$ cat config.mk
export PLATFORM = sky130hd
export DESIGN_NAME = fault_break_unit
export DESIGN_NICKNAME = d
export VERILOG_FILES = /design/src/rtl/fbu_pkg.sv /design/src/rtl/fbu_sync.sv /design/src/rtl/fbu_ctrl.sv /design/src/rtl/fbu_datapath.sv /design/src/rtl/fault_break_unit.sv
export SDC_FILE = /design/constraint.sdc
export NUM_CORES = 1
export LEC_CHECK = 0
export BUFFER_PORTS_ARGS = -buffer_cell sky130_fd_sc_hd__buf_2
export CAP_MARGIN = 20
export CELL_PAD_IN_SITES_DETAIL_PLACEMENT = 0
export CELL_PAD_IN_SITES_GLOBAL_PLACEMENT = 2
export CORE_MARGIN = 5
export CORE_UTILIZATION = 18
export CTS_BUF_LIST = sky130_fd_sc_hd__clkbuf_4 sky130_fd_sc_hd__clkbuf_8 sky130_fd_sc_hd__clkbuf_16
export CTS_CLUSTER_DIAMETER = 120
export DETAILED_ROUTE_END_ITERATION = 8
export HOLD_SLACK_MARGIN = 0.12
export PLACE_DENSITY_LB_ADDON = 0.3
export SLEW_MARGIN = 5
export SYNTH_ARGS = -nofsm -noshare
export SYNTH_HDL_FRONTEND = slang
export SYNTH_HIERARCHICAL = 1
export SYNTH_SLANG_ARGS = --single-unit
export TNS_END_PERCENT = 30
$ cat constraint.sdc
create_clock -name clk -period 2.05 [get_ports clk]
set_input_delay 0.41 -clock clk [delete_from_list [all_inputs] [get_ports clk]]
set_output_delay 0.41 -clock clk [all_outputs]
set_load 0.02 [all_outputs]
$ cat src/rtl/fbu_pkg.sv
package fbu_pkg;

  localparam int NUM_SRC = 5;

  typedef struct packed {
    logic lockWr;
    logic lockRd;
  } busStrobe_t;

  function automatic int srcBitPos(input int idx);
    case (idx)
      0:       srcBitPos = 14;
      1:       srcBitPos = 13;
      2:       srcBitPos = 6;
      3:       srcBitPos = 3;
      default: srcBitPos = 2;
    endcase
  endfunction

endpackage

$ cat src/rtl/fbu_sync.sv
module fbu_sync #(
  parameter int WIDTH  = 6,
  parameter int STAGES = 2
) (
  input  logic             clk,
  input  logic             rstN,
  input  logic [WIDTH-1:0] asyncIn,
  output logic [WIDTH-1:0] syncOut
);

  logic [STAGES-1:0][WIDTH-1:0] chain;

  always_ff @(posedge clk or negedge rstN) begin
    if (!rstN) chain[0] <= '0;
    else       chain[0] <= asyncIn;
  end

  for (genvar s = 1; s < STAGES; s++) begin : g_stage
    always_ff @(posedge clk or negedge rstN) begin
      if (!rstN) chain[s] <= '0;
      else       chain[s] <= chain[s-1];
    end
  end

  assign syncOut = chain[STAGES-1];

endmodule

$ cat src/rtl/fbu_ctrl.sv
module fbu_ctrl
  import fbu_pkg::*;
#(
  parameter int ADDR_W = 8,
  parameter logic [ADDR_W-1:0] LOCK_OFFSET = 8'h18
) (
  input  logic              busWe,
  input  logic [ADDR_W-1:0] busAddr,
  output busStrobe_t        strobe
);

  logic hitLock;

  always_comb begin
    hitLock       = (busAddr == LOCK_OFFSET);
    strobe.lockRd = hitLock;
    strobe.lockWr = hitLock && busWe;
  end

endmodule

$ cat src/rtl/fbu_datapath.sv
module fbu_datapath
  import fbu_pkg::*;
#(
  parameter int DATA_W = 32
) (
  input  logic               clk,
  input  logic               rstN,
  input  busStrobe_t         strobe,
  input  logic [DATA_W-1:0]  wdata,
  input  logic [NUM_SRC-1:0] faultSync,
  input  logic               clkFailSync,
  output logic [DATA_W-1:0]  rdata,
  output logic               safeOut
);

  logic [NUM_SRC-1:0] lockReg;
  logic [NUM_SRC-1:0] setMask;
  logic [DATA_W-1:0]  lockWord;
  logic [NUM_SRC-1:0] gatedFault;
  logic               safeNext;

  for (genvar i = 0; i < NUM_SRC; i++) begin : g_field
    assign setMask[i] = wdata[srcBitPos(i)];
  end

  always_ff @(posedge clk or negedge rstN) begin
    if (!rstN)              lockReg <= '0;
    else if (strobe.lockWr) lockReg <= lockReg | setMask;
  end

  always_comb begin
    lockWord = '0;
    for (int i = 0; i < NUM_SRC; i++) lockWord[srcBitPos(i)] = lockReg[i];
    rdata = strobe.lockRd ? lockWord : '0;
  end

  always_comb begin
    gatedFault = faultSync & lockReg;
    safeNext   = (|gatedFault) | clkFailSync;
  end

  always_ff @(posedge clk or negedge rstN) begin
    if (!rstN) safeOut <= 1'b0;
    else       safeOut <= safeNext;
  end


  lock_sticky_chk: assert property (@(posedge clk) disable iff (!rstN)
    (($past(lockReg) & ~lockReg) == '0));

  for (genvar i = 0; i < NUM_SRC; i++) begin : g_chk

    lock_set_by_write_chk: assert property (@(posedge clk) disable iff (!rstN)
      $rose(lockReg[i]) |-> $past(strobe.lockWr && wdata[srcBitPos(i)]));
  end


  clk_fail_forces_chk: assert property (@(posedge clk) disable iff (!rstN)
    clkFailSync |=> safeOut);


  disarmed_quiet_chk: assert property (@(posedge clk) disable iff (!rstN)
    (lockReg == '0 && !clkFailSync) |=> !safeOut);

endmodule

$ cat src/rtl/fault_break_unit.sv
module fault_break_unit
  import fbu_pkg::*;
#(
  parameter int ADDR_W      = 8,
  parameter int DATA_W      = 32,
  parameter int SYNC_STAGES = 2,
  parameter logic [ADDR_W-1:0] LOCK_OFFSET = 8'h18
) (
  input  logic              clk,
  input  logic              rstN,
  input  logic              busWe,
  input  logic [ADDR_W-1:0] busAddr,
  input  logic [DATA_W-1:0] busWdata,
  output logic [DATA_W-1:0] busRdata,
  input  logic [4:0]        faultIn,
  input  logic              clkFailIn,
  output logic              safeOut
);

  localparam int SYNC_W = NUM_SRC + 1;

  busStrobe_t         strobe;
  logic [SYNC_W-1:0]  syncBus;

  fbu_ctrl #(
    .ADDR_W(ADDR_W),
    .LOCK_OFFSET(LOCK_OFFSET)
  ) u_ctrl (
    .busWe(busWe),
    .busAddr(busAddr),
    .strobe(strobe)
  );

  fbu_sync #(
    .WIDTH(SYNC_W),
    .STAGES(SYNC_STAGES)
  ) u_sync (
    .clk(clk),
    .rstN(rstN),
    .asyncIn({clkFailIn, faultIn}),
    .syncOut(syncBus)
  );

  fbu_datapath #(
    .DATA_W(DATA_W)
  ) u_dp (
    .clk(clk),
    .rstN(rstN),
    .strobe(strobe),
    .wdata(busWdata),
    .faultSync(syncBus[NUM_SRC-1:0]),
    .clkFailSync(syncBus[NUM_SRC]),
    .rdata(busRdata),
    .safeOut(safeOut)
  );

endmodule

==> metrics.txt <==
status=finished with violations; failing checks=setup timing; RR Endpoint=u_dp/safeOut; Place WS=-0.1586 ns; row cnt=25; initial antenna violation count=0; Worst Skew=0.001460 ns; Netlist cell types=15; WS Path Type=input pin to primary output; initial DRC count=2; vias per cell=3.137; setup repair after global routing missed its margin=yes; Max VDD drop=0.0003812 V; fin. max-slew vios=0; total congestion overflow=0; leading area contributor after synthesis=dfrtp_1; GRT Overall Usage=4.918%; die area=6258 sq um; register bit total from synthesis=18; Worst Setup EP=busRdata[6]; clk sinks=18; CTS tree=done; global-route wire length before repair=2401 microns; Finished Core Util=22.29%; Synth Cell Area=859.6 sq um; post-synthesis sequential area ratio=52.40%; syn avg cell area=11.77 sq um; Synth top area share=52.40%; Worst Setup Start Kind=input pin; Static Leak=0.5675 nW; ant diodes=0; post-route minimum period=2.100 ns; CP Data Required Time=1.64 ns; period utilisation layout=102.5%; worst-skew pair later-pin latency=0.24 ns; total power density per cell area=673.7 nW/um^2; Ys Warns=6; Top Ports=82; worst reg2reg startpoint=u_dp/lockReg[2]; Max Freq=0.4761 GHz; CP Capture Type=primary output; DRC=0; share of layout cells above drive strength 1=43.43%; antenna viol nets, final=0; largest net degree at the start of global routing=19; Worst R2R Setup Slack=1.27 ns; Final Hold Vio Count=0; top cells by area, synth=dfrtp_1, buf_4, a21o_1; CP max FO=5; final worst setup slack=-0.05041 ns; Critical Path Source=busAddr[5]; drt pass-1 iters=2; R2R cell count=2; clock buffer depth=2; WL/cell=10.03 microns; CTS buffer count=3; synthesized instance count=73; die width=79.11 microns; Max H-tree Level=1; Hold Startpoint=faultIn[1]; RePlAce Congestion=0.6339; starting density of the core=18.32%; post-CTS setup buffer count=0; Area Overhead vs Synth=21.69%; Hold/Removal Path Class=input pin to flop; clock root cell=clkbuf_8; Chip Height=79.11 microns; Post-Route WL=1535 microns; Core Region=4692 sq um; final net count=150; # port buffers=27; Via Count=480; Setup TNS Final=-0.2461 ns; CTS clk-pin slew, worst paths=0.06 ns; post-layout power=0.0007047 W; vias in the first global route=497; final setup fails=5; max cap viols=0; Min Hold Slack=0.2683 ns; Worst EP arrival=1.69 ns
## registers in the layout, summed over array words and instances (netlist names)
register	cells
u_dp/lockReg	5
u_sync/syncOut	6
u_sync/chain	6
u_dp/safeOut	1
## cells in the mapped netlist
library cell	number
a21o_1	5
a21oi_1	1
a22oi_2	2
and2_1	4
and2_2	1
buf_4	34
conb_1	1
dfrtp_1	18
inv_1	1
nand2b_1	1
nand3_1	1
nor2_1	1
nor4_1	1
nor4b_2	1
or4b_1	1
## cell families (layout without fill, tap and decap cells)
family                 count (synthesis)  count (layout)  synth area share [%]
AO/OA/AOI/OAI                          8               8                 7.860
buffers and inverters                 35              35                 30.13
AND/OR/NAND/NOR                       11              11                 9.170
flip-flops                            18              18                 52.40
other                                  1              27                0.4363
## worst min-delay path by stage
stage                              endpoint  slack, ns  cells past startpoint
after floorplan             u_dp/lockReg[0]       0.11                      0
after global placement    u_sync/syncOut[5]       0.33                      0
after detailed placement  u_sync/syncOut[0]       0.33                      0
after CTS                   u_sync/chain[5]       0.26                      1
after global routing        u_sync/chain[3]       0.26                      1
final                       u_sync/chain[1]       0.27                      1
## routing by layer
metal  GRT usage [%]  vias to the layer above  part of all wire, %
li1                -                      226                    -
met1           5.256                      222                   37
met2           8.754                       32                   50
met3           2.041                        0                   13
met4           1.546                        0                    0
met5               0                        -                    0
## power breakdown
part | switching [W] | internal, W | leakage, nW | total [W]
registers | 0.00000828 | 0.000374 | 0.220 | 0.000382
clock network | 0.000100 | 0.000130 | 0.0216 | 0.000230
logic | 0.0000662 | 0.0000260 | 0.326 | 0.0000923
total | 0.000175 | 0.000530 | 0.568 | 0.000705
## per-stage QoR
stage / area (sq um) / instances
floorplan: 957.2 / 99
global placement: 927.1 / 149
detailed placement: 927.1 / 149
CTS: 1046 / 153
global route: 1046 / 153
finish: 1046 / 153
## placed cells by master (no fill, tap or decap)
cell type	instances
inv_1	1
conb_1	27
a21o_1	5
a21oi_1	1
a22oi_2	2
buf_4	3
nand2b_1	1
buf_6	6
and2_4	5
or4b_4	1
nor4_4	1
dlygate4sd3_1	1
buf_2	21
nor4b_2	1
dfrtp_1	18
nand3_1	1
clkbuf_8	3
nor2_1	1
## worst max-delay path: stages
cell and delay [ns]:
buf_6 0.09, or4b_4 0.55, nor4_4 0.22, buf_4 0.18
and2_4 0.14, buf_6 0.11
## final cells by class
class / count / area [sq um]
Clock buffer: 3 / 41.29
Fill cell: 516 / 3646
Inverter: 1 / 3.754
Multi-Input combinational cell: 46 / 277.8
Sequential cell: 18 / 450.4
Tap cell: 54 / 67.56
Timing Repair Buffer: 31 / 205.2
## what timing repair did
action	4_1_cts	5_1_grt
setup endpoints to repair	5	5
pin swaps	2	1
gates resized for setup	19	0
hold buffers	1	0
cloned	0	0
hold endpoints to repair	18	0
(Power assumes the default switching activity.)
